File: config.mk
export PLATFORM = sky130hd
export DESIGN_NAME = evtc_channel
export DESIGN_NICKNAME = d
export VERILOG_FILES = /design/src/rtl/evtc_pkg.sv /design/src/rtl/evtc_compare.sv /design/src/rtl/evtc_status.sv /design/src/rtl/evtc_channel.sv
export SDC_FILE = /design/constraint.sdc
export NUM_CORES = 1
export LEC_CHECK = 0
export ABC_AREA = 1
export ABC_CLOCK_PERIOD_IN_PS = 2850
export BUFFER_PORTS_ARGS = -buffer_cell sky130_fd_sc_hd__buf_2
export CORE_ASPECT_RATIO = 1.25
export CORE_MARGIN = 1.5
export CORE_UTILIZATION = 35
export DETAILED_ROUTE_END_ITERATION = 10
export PLACE_DENSITY_LB_ADDON = 0.05
export RECOVER_POWER = 25
export SETUP_SLACK_MARGIN = 0.5
export SLEW_MARGIN = 25
export SYNTH_ARGS = -nofsm -noshare
export SYNTH_HDL_FRONTEND = slang
export SYNTH_SLANG_ARGS = --single-unit
File: constraint.sdc
create_clock -name clk -period 2.85 [get_ports clk]
set_input_delay 0 -clock clk [delete_from_list [all_inputs] [get_ports clk]]
set_output_delay 0 -clock clk [all_outputs]
set_load 0.03 [all_outputs]
File: src/rtl/evtc_pkg.sv
package evtc_pkg;

    localparam int NARROW_W = 32;

    typedef struct packed {
        logic enable;
        logic level;
        logic mode32;
        logic msg;
        logic periodic;
    } chan_cfg_t;

    typedef enum logic [1:0] {
        PIN_DRIVE = 2'd0,
        PIN_HOLD  = 2'd1,
        PIN_LOW   = 2'd2
    } pin_act_t;

    function automatic pin_act_t pick_pin(input logic lvl2edge,
                                          input chan_cfg_t old_c,
                                          input chan_cfg_t eff_c);
        if (lvl2edge && !old_c.msg) return PIN_LOW;
        else if (eff_c.msg)         return PIN_HOLD;
        else                        return PIN_DRIVE;
    endfunction

endpackage

File: src/rtl/evtc_compare.sv
module evtc_compare
    import evtc_pkg::*;
#(
    parameter int CNT_W = 64
) (
    input  logic             clk,
    input  logic             rst,
    input  logic [CNT_W-1:0] count,
    input  logic             load,
    input  logic [CNT_W-1:0] load_cmp,
    input  logic [CNT_W-1:0] load_per,
    input  logic             mode32,
    input  logic             periodic,
    output logic             hit
);
    localparam int HI_W = CNT_W - NARROW_W;

    logic [CNT_W-1:0] cmp_q, per_q, cmp_n, per_n;
    logic             m32_q;

    function automatic logic [CNT_W-1:0] narrow(input logic en, input logic [CNT_W-1:0] v);
        return en ? {{HI_W{1'b0}}, v[NARROW_W-1:0]} : v;
    endfunction

    assign hit = mode32 ? (count[NARROW_W-1:0] == cmp_q[NARROW_W-1:0])
                        : (count == cmp_q);

    always_comb begin
        cmp_n = cmp_q;
        per_n = per_q;
        if (load) begin
            cmp_n = load_cmp;
            per_n = load_per;
        end else if (hit && periodic) begin
            cmp_n = cmp_q + per_q;
        end
        cmp_n = narrow(mode32, cmp_n);
        per_n = narrow(mode32, per_n);
    end

    always_ff @(posedge clk) begin
        if (rst) begin
            cmp_q <= '1;
            per_q <= '0;
            m32_q <= 1'b0;
        end else begin
            cmp_q <= cmp_n;
            per_q <= per_n;
            m32_q <= mode32;
        end
    end

    // in 32-bit mode no upper target or period bits survive
    assert_narrow_R11: assert property (@(posedge clk) disable iff (rst)
        m32_q |-> (cmp_q[CNT_W-1:NARROW_W] == '0 && per_q[CNT_W-1:NARROW_W] == '0));

    // one-shot match leaves the target untouched
    assert_oneshot_R12: assert property (@(posedge clk) disable iff (rst)
        (hit && !periodic && !load && (mode32 == m32_q)) |=> $stable(cmp_q));

endmodule

File: src/rtl/evtc_status.sv
module evtc_status
    import evtc_pkg::*;
#(
    parameter int MSG_W = 32
) (
    input  logic               clk,
    input  logic               rst,
    input  logic               hit,
    input  logic               cfg_wr,
    input  chan_cfg_t          old_cfg,
    input  chan_cfg_t          eff_cfg,
    input  logic               glob_en,
    input  logic               clr_req,
    input  logic [2*MSG_W-1:0] route,
    output logic               irq,
    output logic               msg_valid,
    output logic [MSG_W-1:0]   msg_addr,
    output logic [MSG_W-1:0]   msg_data,
    output logic               status
);
    logic     status_q, status_n;
    logic     irq_q, irq_n;
    logic     glob_q;
    logic     mv_q, fire;
    logic [MSG_W-1:0] ma_q, md_q;
    logic     active, lvl2edge, en_rise, en_fall, glob_rise;
    pin_act_t act;

    assign active    = eff_cfg.enable && glob_en;
    assign lvl2edge  = cfg_wr && old_cfg.level && !eff_cfg.level;
    assign en_rise   = cfg_wr && !old_cfg.enable && eff_cfg.enable;
    assign en_fall   = cfg_wr && old_cfg.enable && !eff_cfg.enable;
    assign glob_rise = glob_en && !glob_q;
    assign act       = pick_pin(lvl2edge, old_cfg, eff_cfg);

    always_comb begin
        if (lvl2edge)     status_n = 1'b0;
        else if (hit)     status_n = eff_cfg.level;
        else if (clr_req) status_n = 1'b0;
        else              status_n = status_q;
    end

    always_comb begin
        unique case (act)
            PIN_LOW:  irq_n = 1'b0;
            PIN_HOLD: irq_n = irq_q;
            default:  irq_n = active && (eff_cfg.level ? status_n : hit);
        endcase
    end

    assign fire = eff_cfg.msg && active &&
                  (hit || (eff_cfg.level && status_q && (en_rise || glob_rise)));

    always_ff @(posedge clk) begin
        if (rst) begin
            status_q <= 1'b0;
            irq_q    <= 1'b0;
            glob_q   <= 1'b0;
            mv_q     <= 1'b0;
            ma_q     <= '0;
            md_q     <= '0;
        end else begin
            status_q <= status_n;
            irq_q    <= irq_n;
            glob_q   <= glob_en;
            mv_q     <= fire;
            if (fire) begin
                ma_q <= route[2*MSG_W-1:MSG_W];
                md_q <= route[MSG_W-1:0];
            end
        end
    end

    assign irq       = irq_q;
    assign status    = status_q;
    assign msg_valid = mv_q;
    assign msg_addr  = ma_q;
    assign msg_data  = md_q;

    // level match records status whatever the enables
    assert_level_set_R2: assert property (@(posedge clk) disable iff (rst)
        (hit && eff_cfg.level) |=> status_q);

    // edge match never leaves status set
    assert_edge_clear_R4: assert property (@(posedge clk) disable iff (rst)
        (hit && !eff_cfg.level) |=> !status_q);

    // clear without a competing match empties status
    assert_clear_R5: assert property (@(posedge clk) disable iff (rst)
        (clr_req && !hit) |=> !status_q);

    // level-to-edge with old pin routing lowers the pin
    assert_l2e_pin_R6: assert property (@(posedge clk) disable iff (rst)
        (lvl2edge && !old_cfg.msg) |=> !irq_q);

    // enabling with retained status raises a level pin
    assert_enable_raise_R7: assert property (@(posedge clk) disable iff (rst)
        (en_rise && status_q && eff_cfg.level && glob_en && !eff_cfg.msg && !clr_req) |=> irq_q);

    // disabling the channel drops the pin on pin routing
    assert_disable_low_R9: assert property (@(posedge clk) disable iff (rst)
        (en_fall && !eff_cfg.msg) |=> !irq_q);

    // message routing leaves the pin as it was
    assert_msg_pin_R10: assert property (@(posedge clk) disable iff (rst)
        (eff_cfg.msg && !lvl2edge) |=> $stable(irq_q));

endmodule

File: src/rtl/evtc_channel.sv
module evtc_channel
    import evtc_pkg::*;
#(
    parameter int CNT_W = 64,
    parameter int MSG_W = 32
) (
    input  logic               clk,
    input  logic               rst,
    input  logic [CNT_W-1:0]   count,
    input  logic               glob_en,
    input  logic               cfg_wr,
    input  logic               cfg_enable,
    input  logic               cfg_level,
    input  logic               cfg_mode32,
    input  logic               cfg_msg,
    input  logic               cfg_periodic,
    input  logic               tgt_load,
    input  logic [CNT_W-1:0]   tgt_value,
    input  logic [CNT_W-1:0]   tgt_period,
    input  logic [2*MSG_W-1:0] route,
    input  logic               clr_wr,
    input  logic               clr_bit,
    output logic               irq,
    output logic               msg_valid,
    output logic [MSG_W-1:0]   msg_addr,
    output logic [MSG_W-1:0]   msg_data,
    output logic               status
);
    chan_cfg_t cfg_q, cfg_in, cfg_eff;
    logic      hit;

    assign cfg_in  = '{enable: cfg_enable, level: cfg_level, mode32: cfg_mode32,
                       msg: cfg_msg, periodic: cfg_periodic};
    assign cfg_eff = cfg_wr ? cfg_in : cfg_q;

    always_ff @(posedge clk) begin
        if (rst) cfg_q <= '0;
        else     cfg_q <= cfg_eff;
    end

    evtc_compare #(.CNT_W(CNT_W)) u_cmp (
        .clk      (clk),
        .rst      (rst),
        .count    (count),
        .load     (tgt_load),
        .load_cmp (tgt_value),
        .load_per (tgt_period),
        .mode32   (cfg_eff.mode32),
        .periodic (cfg_eff.periodic),
        .hit      (hit)
    );

    evtc_status #(.MSG_W(MSG_W)) u_sts (
        .clk       (clk),
        .rst       (rst),
        .hit       (hit),
        .cfg_wr    (cfg_wr),
        .old_cfg   (cfg_q),
        .eff_cfg   (cfg_eff),
        .glob_en   (glob_en),
        .clr_req   (clr_wr && clr_bit),
        .route     (route),
        .irq       (irq),
        .msg_valid (msg_valid),
        .msg_addr  (msg_addr),
        .msg_data  (msg_data),
        .status    (status)
    );

endmodule

## Word level (Yosys, flattened, before mapping)

Cells that the tools add are included.

- Add/sub/neg operators: 1
- Equal/unequal tests: 4
- Mux-type cells: 13
- Reduce and logical (&&, ||, !) cells: 22

Operator list:

| cell | number |
|---|---|
| $mux 64 | 4 |
| $add 64x64->64 | 1 |
| $eq 64x64->1 | 1 |
| $eq 32x32->1 | 1 |
| $logic_and 1x1->1 | 14 |
| $mux 1 | 6 |
| $mux 5 | 1 |
| $logic_not 1->1 | 4 |
| $reduce_bool 3->1 | 1 |
| $eq 2x1->1 const B | 1 |
| $eq 2x2->1 const B | 1 |
| $logic_or 1x1->1 | 2 |
| $mux 2 | 1 |
| $pmux 1 s2 | 1 |
| $reduce_or 2->1 | 1 |

- Flip-flop bits (word level): 201
- Input bits: 268
- Output and inout bits: 67
- Logic and storage cells: 55

## Depth between registers and ports, before layout

Gate-level depths: netlist (run 1).

- Word-level depth: 7
- Depth in mapped cells: 16
- Mapped depth without buffers: 16

## Cells and area by module

A second synthesis (run 1) with hierarchy kept.

- Cells, all modules: 2,587
- Area, all modules: 15,055.7 sq um

Modules (own cells, without submodules):

| module | times used | cells an instance | area each (sq um) | sequential area each (sq um) |
|---|---|---|---|---|
| evtc_compare | 1 | 2,093 | 11,592.4 | 2,562.5 |
| evtc_status | 1 | 451 | 3,218.1 | 1,361.3 |
| evtc_channel | 1 | 43 | 245.2 | 100.1 |

## Least setup slack after synthesis (run 1)

Ideal clock, no wire load.

- Path type: reg-to-reg
- Start point: reg u_cmp.cmp_q[0]
- End point: reg u_cmp.cmp_q[40]
- Setup time: 112 ps
- Arrival: 1,891 ps
- Setup slack: 847 ps
- Cell stages (with the launch flop): 17
- Buffers on the path: 0
- Clock period less this slack: 2,003 ps
- Cell sequence: dfxtp_1 ha_1 fa_1 nand2_1 nand3_1 nand3_1 nand2_1 nand2_1 nand2_1 nand2_1 nand2_1 nand3_1 nand2_1 nand2_1 nand3_1 nand2_1 nand2_1

- Word-level cells in the longest chain between the ends: 4
- Elaborated cells between the ends (all ways): 9

RTL lines:

| item | line | text |
|---|---|---|
| start, declared | evtc_compare.sv:18 | `logic [CNT_W-1:0] cmp_q, per_q, cmp_n, per_n;` |
| start signal, assigned | evtc_compare.sv:47 | `cmp_q <= cmp_n;` |
| $add 64x64->64 (tied with other cells) | evtc_compare.sv:35 | `cmp_n = cmp_q + per_q;` |
| $mux 64 / $mux 1 (equally long branches) | evtc_compare.sv:34, evtc_compare.sv:25 |  |
| $mux 64 / $logic_and 1x1->1 (equally long branches) | evtc_compare.sv:31, evtc_compare.sv:34 |  |
| $mux 64 / $reduce_bool 3->1 (equally long branches) | - |  |

Parallel ways exist; a longest one is shown, timed or not. The select of a mux whose other input is x is not followed.
A chain may end at the register's enable or synchronous reset.

==> summary.md, run 1 <==
| Metric | Value |
|---|---|
| M1 WL | `between 20 and 25 mm` |
| Predominant post-synthesis flop cell | `dfxtp_1` |
| Post-synthesis register bit count | `201` |
| I/O pin total | `335` |
| Grt total ovfl | `0` |
| Fin util | `0.514` |
| Maximum vdd drop | `0.000385 V` |
| Register area share after synthesis | `0.284` |
| Share of flip-flops with an asynchronous set or reset | `0` |
| Core footprint | `about 0.040 mm²` |
| Drt wl/cell | `about 17 µm` |
| Min Tclk post-route | `roughly 2.4 ns` |
| Crit share post-route | `0.841` |
| Final hold violations | `0` |
| Design area | `between 0.02 and 0.025 mm²` |
| Via count | `approximately 17k` |
| Compound-Gate Fraction of Synth Area | `0.0918` |
| CTS clock-pin slew for the worst setup and hold paths | `0.06 ns` |
| Synth warn | `0` |
| Initial Utilization | `0.354` |
| Worst Skew | `0.0130 ns` |
| Total GRT Usage | `0.282` |
| Placed Area | `about 0.016 mm²` |
| Setup WS post-layout | `0.452 ns` |
| CP Capture Type | `flop` |
| Die width | `between 150 and 200 µm` |
| Multi-input logic area | `~0.0096 mm²` |
| Mapped Area | `0.0142 mm²` |
| Rel. slew slack | `0.259` |
| Mux contribution to synthesized area | `0.000706` |
| Layout cells sized above 1 | `0.196` |
| Highest metal used | `met5` |
| FP Rows | `82` |
| Initial antenna violation count | `3` |
| Post-Syn Instances | `between 2k and 2.5k` |
| Worst Path Required | `3.28 ns` |
| Area taken by flip-flops and latches | `0.00405 mm²` |
| RSZ-0062 raised after global routing | `true` |
| EDFF count, synth | `0` |
| Hold WS | `0.0896 ns` |
| Vias per cell | `just under 5` |
| DRT iter0 DRCs | `between 800 and 900` |
| Vias in the first global route | `about 17k` |
| CTS tree | `yes` |
| Most frequent cells in the layout | `nand2_1 (738), nor2_1 (335), inv_1 (334)` |
| # DRC | `0` |
| Routability cong. | `approximately 0.99` |
| Met3 WL | `2.50 mm` |
| DR pass1 iterations | `6` |
| Setup-failing EPs final | `0` |
| Maximum root-to-sink buffer count | `3` |
| Max Fclk | `about 0.42 GHz` |
| P&R area growth vs syn | `45.0%` |
| Post-synthesis adder-cell area fraction | `0.0570` |
| Final cell count without fillers | `~3.5k` |
| Worst path arrival time | `2.83 ns` |
| Worst min path class | `in2reg` |
| Largest net degree at the start of global routing | `66` |
| Synth Area per Inst | `~6 µm²` |
| Critical Path Start Type | `input port` |
| Synth cell types | `40` |
| # clock sinks | `roughly 200` |
| Die footprint | `around 0.042 mm²` |
| Setup TNS | `0 ns` |
| Status | `completed` |
| Detail Route met2 WL | `approximately 31 mm` |
| Total clock buffers created by CTS | `24` |
| Root Buffer | `clkbuf_16` |
| Critical-path maximum fanout | `46` |
| Pre-CTS setup slack | `~0.036 ns` |
| Chip Height | `roughly 230 µm` |
| Port buffer count | `334` |
| Filler instances | `around 4.3k` |
| Nets | `between 3k and 4k` |
| Most common cell after layout, fill and taps aside | `nand2_1` |
| Routed Antenna Nets | `0` |
| Measured slew at the worst slew-check pin | `~1.1 ns` |
| H-Tree Depth | `1` |
| Clock insertion delay at the later pin of the skew report | `between 0.5 and 0.6 ns` |
| Xor/xnor share of the synthesized area | `0.0519` |
| First-pass GRT wire length | `92.1 mm` |
| Leakage | `just over 10 nW` |
| Largest family of logic cells by synthesized area | `simple AND/OR/NAND/NOR gates` |
| Post-placement cell count | `roughly 3.2k` |
| Routed WL | `between 60 and 70 mm` |
| Overall Power | `between 9 and 10 mW` |
| Power per cell area | `between 400 and 500 mW/mm²` |
| Dpl hpwl | `about 47 mm` |
| Setup CP Type | `in2reg` |
| Max Slew Vio Count | `0` |
| Simple-gate share of the synthesized area | `0.399` |
| Syn_nets | `between 2k and 3k` |
| Max-Cap Viols | `0` |
-- state kept, by name (all words and copies together) (netlist names) --
register         flops
u_sts.msg_valid      1
u_sts.status         1
u_sts.msg_addr      32
u_cmp.cmp_q         64
u_cmp.per_q         64
cfg_q                5
u_sts.irq            1
u_sts.glob_q         1
u_sts.msg_data      32
-- Yosys cell counts (10+ instances only) --
master,count,area (µm²)
a21oi_1,129,646
clkbuf_1,42,158
dfxtp_1,201,4020
ha_1,63,788
inv_1,336,1260
nand2_1,789,2960
nand3_1,174,871
nand4_1,17,106
nor2_1,391,1470
nor3_1,13,65.1
o21ai_0,103,515
o21ai_1,10,50.1
xnor2_1,32,280
xor2_1,52,455
-- cells by family after synthesis --
kind of cell / Yosys count
AND/OR/NAND/NOR: 1409
buffers and inverters: 416
AO/OA/AOI/OAI: 254
flip-flops: 201
XOR/XNOR: 84
adder cells (fa/ha/maj): 64
multiplexers: 1
-- path summary, 6_finish.rpt --
path	startpoint	endpoint	slack, ns	cells past startpoint
min	cfg_wr	cfg_q[2]$_SDFF_PP0_	0.09	6
max reg2reg	u_cmp.cmp_q[48]$_SDFFE_PP1P_	u_cmp.cmp_q[55]$_SDFFE_PP1P_	0.60	12
min reg2reg	u_cmp.per_q[58]$_SDFFE_PP0P_	u_cmp.per_q[58]$_SDFFE_PP0P_	0.47	2
max	rst	u_cmp.per_q[4]$_SDFFE_PP0P_	0.45	7
-- repair_timing --
item / CTS / global route
pin swaps: 2 / 20
gates resized for setup: 79 / 190
setup buffers: 4 / 6
hold buffers: 224 / 0
setup endpoints to repair: 127 / 113
endpoints found under the hold margin: 200 / 0
-- power breakdown --
part	total, mW	internal (mW)	switching (mW)
Clock	3.35	2.01	1.34
Combinational	3.36	1.33	2.03
Sequential	3.11	2.96	0.152
-- layout make-up --
cell class,count,share of cell area
inverters,343,0.0630
repair buffers,591,0.201
flip-flops and latches,201,0.197
clock inverters,14,0.00894
multi-input cells,1812,0.468
well taps,504,0.0307
diodes,2,0.000243
clock buffers,29,0.0321
-- routing by layer --
metal,vias to the layer above,global-route usage
li1,8590,-
met1,7835,0.312
met2,408,0.543
met3,114,0.0327
met4,2,0.103
met5,-,0
-- critical path, cell delays in order --
cell and delay, ns:
dlygate4sd3_1 0.55, buf_2 0.14, clkinvlp_2 0.85, buf_12 0.52, o21ai_0 0.12, nor2_1 0.06
dlygate4sd3_1 0.55
Power figures use the tool's default switching activity.
==> run 2: changes to the inputs <==
--- a/config.mk
+++ b/config.mk
@@ -6,7 +6,7 @@
 export NUM_CORES = 1
 export LEC_CHECK = 0
 export ABC_AREA = 1
-export ABC_CLOCK_PERIOD_IN_PS = 2850
+export ABC_CLOCK_PERIOD_IN_PS = 2500
 export BUFFER_PORTS_ARGS = -buffer_cell sky130_fd_sc_hd__buf_2
 export CORE_ASPECT_RATIO = 1.25
 export CORE_MARGIN = 1.5
==> constraint.sdc (replaced) <==
create_clock -name clk -period 2.5 [get_ports clk]
set_input_delay 0 -clock clk [delete_from_list [all_inputs] [get_ports clk]]
set_output_delay 0 -clock clk [all_outputs]
set_load 0.03 [all_outputs]
==> run 2 against run 1 <==
Effect of this change: via count up 4.9%; power up 22%; global-route usage up 2.7 points; critical path depth up 7; largest cell class unchanged.
==> summary.md, run 2 (synthesis results as in run 1) <==
| Metric | Value |
|---|---|
| Status | `completed (unchanged)` |
| DRT iter0 DRCs | `738 (was 826)` |
| Crit share post-route | `0.893` |
| Die width | `183 µm (unchanged)` |
| Maximum vdd drop | `0.000467 V (was 0.000385 V)` |
| Largest net degree at the start of global routing | `76 (was 66)` |
| Routed WL | `66.3 mm (was 60.7 mm)` |
| Diode count | `0 (was 2)` |
| R2r startpoint | `u_cmp.cmp_q[59]$_SDFFE_PP1P_ (was u_cmp.cmp_q[48]$_SDFFE_PP1P_)` |
| First-pass GRT wire length | `99.8 mm (was 92.1 mm)` |
| Min Tclk post-route | `roughly 2.2 ns` |
| Initial antenna violation count | `1 (was 3)` |
| Chip Height | `228 µm (unchanged)` |
| Initial Utilization | `0.354 (unchanged)` |
| Max Slew Vio Count | `0 (unchanged)` |
| R2R setup slack | `0.27 ns (was 0.60 ns)` |
| Via count | `17.8k (was 16.9k)` |
| Worst Skew | `0.0222 ns (was 0.0130 ns)` |
| CP Cell Sequence | `xnor2_1 -> nand2_1 -> nor2_1 -> nand2_2 -> nor2_4 -> nand2_2 -> nand2_2 -> nand3_4 -> buf_12 -> nand2_8 -> buf_6 -> buf_16 -> buf_8 -> o211ai_1 (was dlygate4sd3_1 -> buf_2 -> clkinvlp_2 -> buf_12 -> o21ai_0 -> nor2_1 -> dlygate4sd3_1)` |
| Leakage | `11.6 nW (was 10.3 nW)` |
| Worst min path class | `in2reg (unchanged)` |
| Drt wl/cell | `18.1 µm (was 17.4 µm)` |
| Final hold violations | `0 (unchanged)` |
| # DRC | `0 (unchanged)` |
| Measured slew at the worst slew-check pin | `0.764 ns (was 1.11 ns)` |
| Worst path arrival time | `2.66 ns (was 2.83 ns)` |
| Slowest stage cell, crit path | `dfxtp_1 (was clkinvlp_2)` |
| Most frequent cells in the layout | `nand2_1 (647), inv_1 (323), nor2_1 (292) (was nand2_1 (738), nor2_1 (335), inv_1 (334))` |
| Max-Cap Viols | `0 (unchanged)` |
| Dpl hpwl | `47.6 mm (was 46.6 mm)` |
| Power per cell area | `504 mW/mm² (was 477 mW/mm²)` |
| Vias per cell | `4.86 (was 4.85)` |
| Setup-failing EPs final | `0 (unchanged)` |
| Fin util | `0.593 (was 0.514)` |
| Setup WS post-layout | `0.268 ns (was 0.452 ns)` |
| Worst path depth | `14 (was 7)` |
| Routability cong. | `0.988 (was 0.987)` |
| Overall Power | `12.0 mW (was 9.82 mW)` |
| Pre-CTS setup slack | `-0.334 ns (was 0.0357 ns)` |
| Root Buffer | `clkbuf_16 (unchanged)` |
| Maximum root-to-sink buffer count | `3 (unchanged)` |
| Most common cell after layout, fill and taps aside | `nand2_1 (unchanged)` |
| Crit path buf inv count | `4 (was 5)` |
| Max incr delay on CP | `0.42 ns (was 0.85 ns)` |
| H-Tree Depth | `1 (unchanged)` |
| Total clock buffers created by CTS | `24 (unchanged)` |
| Port buffer count | `334 (unchanged)` |
| Hold Path End | `u_cmp.cmp_q[32]$_SDFFE_PP1P_ (was cfg_q[2]$_SDFF_PP0_)` |
| Filler instances | `3891 (was 4273)` |
| CTS clock-pin slew for the worst setup and hold paths | `0.07 ns (was 0.06 ns)` |
| Vias in the first global route | `17.8k (was 16.9k)` |
| I/O pin total | `335 (unchanged)` |
| CTS tree | `yes (unchanged)` |
| CP dominant cell by count | `nand2_2 (was dlygate4sd3_1)` |
| P&R area growth vs syn | `67.4% (was 45.0%)` |
| Total GRT Usage | `0.310 (was 0.282)` |
| Hold WS | `0.0211 ns (was 0.0896 ns)` |
| Top flop regs | `u_cmp.cmp_q x64, u_cmp.per_q x64 (unchanged)` |
| # clock sinks | `201 (unchanged)` |
| Layout cells sized above 1 | `0.332 (was 0.196)` |
| Worst hold stages | `6 (unchanged)` |
| Crit Reg-Reg Endpoint | `u_cmp.cmp_q[6]$_SDFFE_PP1P_ (was u_cmp.cmp_q[55]$_SDFFE_PP1P_)` |
| FP Rows | `82 (unchanged)` |
| Worst Path Required | `2.93 ns (was 3.28 ns)` |
| Clock insertion delay at the later pin of the skew report | `0.56 ns (was 0.55 ns)` |
| Nets | `3470 (was 3305)` |
| Reg2Reg Depth | `14 (was 12)` |
| DR pass1 iterations | `5 (was 6)` |
| CP Capture Type | `flop (unchanged)` |
| Critical-path maximum fanout | `7 (was 46)` |
| Rel. slew slack | `0.489 (was 0.259)` |
| Die footprint | `0.0417 mm² (unchanged)` |
| Max Fclk | `around 0.45 GHz` |
| RSZ-0062 raised after global routing | `true (unchanged)` |
| Setup CP Type | `reg2reg (was in2reg)` |
| Critical Path Start Type | `flop (was input port)` |
| Routed Antenna Nets | `0 (unchanged)` |
| Grt total ovfl | `0 (unchanged)` |
| Crit path max-delay family | `simple AND/OR/NAND/NOR gates (was buffers and inverters)` |
| Min-delay src | `cfg_wr (unchanged)` |
| Core footprint | `0.0400 mm² (unchanged)` |
## run 2: cell type report
| type | count | area [µm²] | share of cell area |
|---|---|---|---|
| well taps | 504 | 631 | 0.0266 |
| clock buffers | 34 | 708 | 0.0298 |
| inverters | 343 | 1320 | 0.0557 |
| clock inverters | 5 | 61.3 | 0.00258 |
| repair inverters | 3 | 51.3 | 0.00216 |
| repair buffers | 752 | 5820 | 0.245 |
| multi-input cells | 1813 | 11000 | 0.462 |
| flip-flops and latches | 201 | 4180 | 0.176 |
## run 2: worst max path at each step
stage / startpoint / endpoint / slack (ns)
after floorplan: u_cmp.cmp_q[0]$_SDFFE_PP1P_ / u_cmp.cmp_q[40]$_SDFFE_PP1P_ / 0.55
after global placement: u_cmp.cmp_q[0]$_SDFFE_PP1P_ / u_cmp.cmp_q[40]$_SDFFE_PP1P_ / -0.35
after detailed placement: u_cmp.cmp_q[0]$_SDFFE_PP1P_ / u_cmp.cmp_q[40]$_SDFFE_PP1P_ / -0.33
after CTS: u_cmp.cmp_q[0]$_SDFFE_PP1P_ / u_cmp.cmp_q[40]$_SDFFE_PP1P_ / 0.29
after global routing: u_cmp.cmp_q[45]$_SDFFE_PP1P_ / u_cmp.cmp_q[6]$_SDFFE_PP1P_ / 0.18
final: u_cmp.cmp_q[59]$_SDFFE_PP1P_ / u_cmp.cmp_q[6]$_SDFFE_PP1P_ / 0.27
## run 2: tightest hold or removal path, cell delays in order
cell and delay [ns]:
buf_2 0.13, nand2_1 0.07, nand2_1 0.14, a21oi_1 0.06
nand2_1 0.07, nand3_1 0.06
## run 2: power breakdown
part	total, mW	switching (mW)	internal [mW]
Combinational	4.81	2.70	2.11
Sequential	3.61	0.222	3.39
Clock	3.55	1.50	2.06
Total	12.0	4.42	7.55
## run 2: what timing repair did
| item | 4_1_cts | 5_1_grt |
|---|---|---|
| gates cloned | 14 | 0 |
| setup buffers | 55 | 14 |
| setup endpoints to repair | 129 | 130 |
| endpoints found under the hold margin | 200 | 0 |
| gates resized for setup | 490 | 271 |
| pin swaps | 76 | 65 |
| hold buffers | 226 | 0 |
## run 2: stage by stage
| stage | std cells | TNS [ns] | cell area, µm² |
|---|---|---|---|
| after floorplan | 2429 | 0 | 14200 |
| after global placement | 3307 | -1.23 | 17100 |
| after detailed placement | 3307 | -1.08 | 17100 |
| after CTS | 3641 | 0 | 22900 |
| after global routing | 3655 | 0 | 23700 |
| final | 3655 | 0 | 23700 |
## run 2: routing by layer
metal  share of wire  vias up  GRT usage
li1                -     8926          -
met5         0.00020        -          0
met4           0.050        2      0.134
met1            0.39     8256      0.333
met3           0.041      149     0.0358
met2            0.52      448      0.597
==> run 3: changes to the inputs <==
==> constraint.sdc (replaced) <==
create_clock -name clk -period 2.5 [get_ports clk]
set_input_delay 0.125 -clock clk [delete_from_list [all_inputs] [get_ports clk]]
set_output_delay 0.125 -clock clk [all_outputs]
set_load 0.03 [all_outputs]
==> run 3 against run 2 <==
Effect of this change: the run now ends with capacitance limit, slew limit left; clock skew is 0.0071 ns lower; power is 3.0% lower; critical path depth is 1 higher; die area stayed put; register-to-register slack worse by 0.04 ns; utilization is 1.1 points lower; via count is 0.49% lower; flip-flop and latch count stayed put; final cell count is 0.55% lower; critical endpoint is now u_sts.msg_data[7]$_SDFFE_PP0P_; largest cell class unchanged.
==> summary.md, run 3 (synthesis results as in run 1) <==
| Metric | Value |
|---|---|
| Status | `complete, but fails checks (was completed)` |
| Violated checks | `capacitance limit, slew limit` |
| Measured slew at the worst slew-check pin | `1.58 ns (was 0.764 ns)` |
| P&R area growth vs syn | `64.4% (was 67.4%)` |
| Sw power | `4.34 mW (was 4.42 mW)` |
| CTS clock-pin slew for the worst setup and hold paths | `0.06 ns (was 0.07 ns)` |
| # clock sinks | `201 (unchanged)` |
| Filler instances | `3989 (was 3891)` |
| Routed WL | `65.4 mm (was 66.3 mm)` |
| Most common cell after layout, fill and taps aside | `nand2_1 (unchanged)` |
| Nets | `3451 (was 3470)` |
| Max-Cap Viols | `1 (was 0)` |
| Power per cell area | `498 mW/mm² (was 504 mW/mm²)` |
| R2R setup slack | `0.23 ns (was 0.27 ns)` |
| CTS tree | `yes (unchanged)` |
| Detail Route met2 WL | `34.6 mm (was 34.5 mm)` |
| Via count | `17.7k (was 17.8k)` |
| Port buffer count | `334 (unchanged)` |
| Worst Skew | `0.0151 ns (was 0.0222 ns)` |
| I/O pin total | `335 (unchanged)` |
| Vias in the first global route | `17.5k (was 17.8k)` |
| # DRC | `0 (unchanged)` |
| Crit Reg-Reg Endpoint | `u_sts.msg_data[7]$_SDFFE_PP0P_ (was u_cmp.cmp_q[6]$_SDFFE_PP1P_)` |
| FP Rows | `82 (unchanged)` |
| Most frequent cells in the layout | `nand2_1 (662), inv_1 (324), nor2_1 (302) (was nand2_1 (647), inv_1 (323), nor2_1 (292))` |
| Routability cong. | `0.976 (was 0.988)` |
| Routed Antenna Nets | `0 (unchanged)` |
| Total GRT Usage | `0.293 (was 0.310)` |
| Die width | `183 µm (unchanged)` |
| Worst hold stages | `5 (was 6)` |
| Initial Utilization | `0.354 (unchanged)` |
| Critical Path Start Type | `flop (unchanged)` |
| Worst path arrival time | `2.69 ns (was 2.66 ns)` |
| Flop pwr share | `0.309 (was 0.302)` |
| Largest net degree at the start of global routing | `56 (was 76)` |
| DRT iter0 DRCs | `745 (was 738)` |
| Clock insertion delay at the later pin of the skew report | `0.55 ns (was 0.56 ns)` |
| Chip Height | `228 µm (unchanged)` |
| M1 WL | `25.4 mm (was 25.8 mm)` |
| Top flop regs | `u_cmp.cmp_q x64, u_cmp.per_q x64 (unchanged)` |
| Max Fclk | `0.440 GHz (was 0.448 GHz)` |
| Leakage | `11.7 nW (was 11.6 nW)` |
| Drt wl/cell | `18.0 µm (was 18.1 µm)` |
| CP startpoint | `u_cmp.cmp_q[46]$_SDFFE_PP1P_ (was u_cmp.cmp_q[59]$_SDFFE_PP1P_)` |
| Int Pwr | `7.27 mW (was 7.55 mW)` |
| Comb pwr share | `0.411 (was 0.402)` |
| Reg2Reg Depth | `15 (was 14)` |
| Clock power frac | `0.280 (was 0.297)` |
| Design area | `0.0233 mm² (was 0.0237 mm²)` |
| R2r startpoint | `u_cmp.cmp_q[46]$_SDFFE_PP1P_ (was u_cmp.cmp_q[59]$_SDFFE_PP1P_)` |
| Min-delay src | `cfg_level (was cfg_wr)` |
| Vias per cell | `4.87 (was 4.86)` |
| Maximum vdd drop | `0.000508 V (was 0.000467 V)` |
| Die footprint | `0.0417 mm² (unchanged)` |
| Critical-path maximum fanout | `17 (was 7)` |
| Hold Path End | `cfg_q[3]$_SDFF_PP0_ (was u_cmp.cmp_q[32]$_SDFFE_PP1P_)` |
| Maximum root-to-sink buffer count | `3 (unchanged)` |
| Placed Area | `0.0174 mm² (was 0.0171 mm²)` |
| Dpl hpwl | `47.6 mm (about the same)` |
| Sw Ratio | `0.374 (was 0.369)` |
| Min Tclk post-route | `2.27 ns (was 2.23 ns)` |
| Setup CP Type | `reg2reg (unchanged)` |
| Layout cells sized above 1 | `0.334 (was 0.332)` |
| CP Capture Type | `flop (unchanged)` |
| Final hold violations | `0 (unchanged)` |
| Worst Path Required | `2.92 ns (was 2.93 ns)` |
| First-pass GRT wire length | `95.1 mm (was 99.8 mm)` |
| Initial antenna violation count | `1 (unchanged)` |
| Root Buffer | `clkbuf_16 (unchanged)` |
| Total clock buffers created by CTS | `23 (was 24)` |
| Met3 WL | `2.51 mm (was 2.69 mm)` |
| Setup-failing EPs final | `0 (unchanged)` |
| DR pass1 iterations | `5 (unchanged)` |
| Worst min path class | `in2reg (unchanged)` |
| Core footprint | `0.0400 mm² (unchanged)` |
| Diode count | `0 (unchanged)` |
| Rel. slew slack | `-0.0596 (was 0.489)` |
| Highest metal used | `met5 (unchanged)` |
| Crit share post-route | `0.909 (was 0.893)` |
| Grt total ovfl | `0 (unchanged)` |
| Fin util | `0.582 (was 0.593)` |
| H-Tree Depth | `1 (unchanged)` |
| Setup TNS | `0 ns (unchanged)` |
| RSZ-0062 raised after global routing | `true (unchanged)` |
| Max Slew Vio Count | `48 (was 0)` |
[run 3: cell types whose count changed in the layout (fill, tap and decap cells not counted), moves of 7 or more]
cell,delta
buf_2,+34
buf_4,+18
buf_6,-8
clkbuf_1,-30
dfxtp_1,+10
dfxtp_4,-8
dlygate4sd3_1,-28
ha_4,-7
nand2_1,+15
nand2_2,-22
nand2_4,+8
nor2_1,+10
nor2_2,-13
[run 3: how the worst max path moves through the flow]
stage	endpoint	slack (ns)	cells after the start
after CTS	u_cmp.cmp_q[37]$_SDFFE_PP1P_	0.31	15
after floorplan	u_cmp.cmp_q[40]$_SDFFE_PP1P_	0.55	16
after global placement	u_cmp.cmp_q[56]$_SDFFE_PP1P_	-0.10	16
final	u_sts.msg_data[7]$_SDFFE_PP0P_	0.23	15
after detailed placement	u_cmp.cmp_q[56]$_SDFFE_PP1P_	-0.08	16
after global routing	u_sts.msg_data[7]$_SDFFE_PP0P_	0.07	14
[run 3: what timing repair did]
item | CTS | global route
buffers inserted | 27 | 14
pin swaps | 65 | 78
endpoints found under the hold margin | 196 | 0
setup endpoints to repair | 128 | 128
hold buffers | 197 | 0
resized for setup | 330 | 359
cloned | 5 | 10
[run 3: power groups by stage]
stage / sequential [mW] / clock (mW) / combinational (mW)
after CTS: 3.55 / 3.32 / 4.31
after global placement: 3.57 / 0 / 3.53
after floorplan: 3.53 / 0 / 2.04
after global routing: 3.60 / 3.44 / 5.17
final: 3.58 / 3.25 / 4.77
after detailed placement: 3.57 / 0 / 3.54
[run 3: worst max-delay path, cell delays in order, from the launching register on]
cell and delay, ns:
dfxtp_4 0.36, buf_4 0.14, xnor2_2 0.13, nand2_1 0.08, nor2_2 0.19, nand2_2 0.09
nor2_2 0.10, nand2_2 0.07, nand2_4 0.09, buf_4 0.13, nand2_4 0.06, nand2_4 0.09
nand2_8 0.11, buf_12 0.20, o21ai_1 0.19, nor2_1 0.10
[run 3: area by class of cell]
| cell class | count | area (µm²) | area share |
|---|---|---|---|
| clock buffers | 34 | 657 | 0.0282 |
| multi-input cells | 1812 | 10900 | 0.466 |
| well taps | 504 | 631 | 0.0271 |
| repair buffers | 738 | 5670 | 0.243 |
| inverters | 343 | 1320 | 0.0566 |
| flip-flops and latches | 201 | 4150 | 0.178 |
| clock inverters | 3 | 32.5 | 0.00140 |
[run 3: through the flow]
| step | hold slack, ns | worst slack (ns) | total power, mW | cells |
|---|---|---|---|---|
| final | 0.0242 | 0.228 | 11.6 | 3635 |
| after global placement | 0.348 | -0.104 | 7.10 | 3345 |
| after global routing | 0.0400 | 0.0698 | 12.2 | 3635 |
| after detailed placement | 0.357 | -0.0819 | 7.11 | 3345 |
| after CTS | 0.00128 | 0.314 | 11.2 | 3611 |
| after floorplan | 0.260 | 0.555 | 5.57 | 2429 |
[run 3: metal layers]
metal  global-route usage  up-vias
met5                    0        -
met4                0.114        2
met3               0.0257      135
met2                0.572      469
met1                0.321     8201
li1                     -     8887
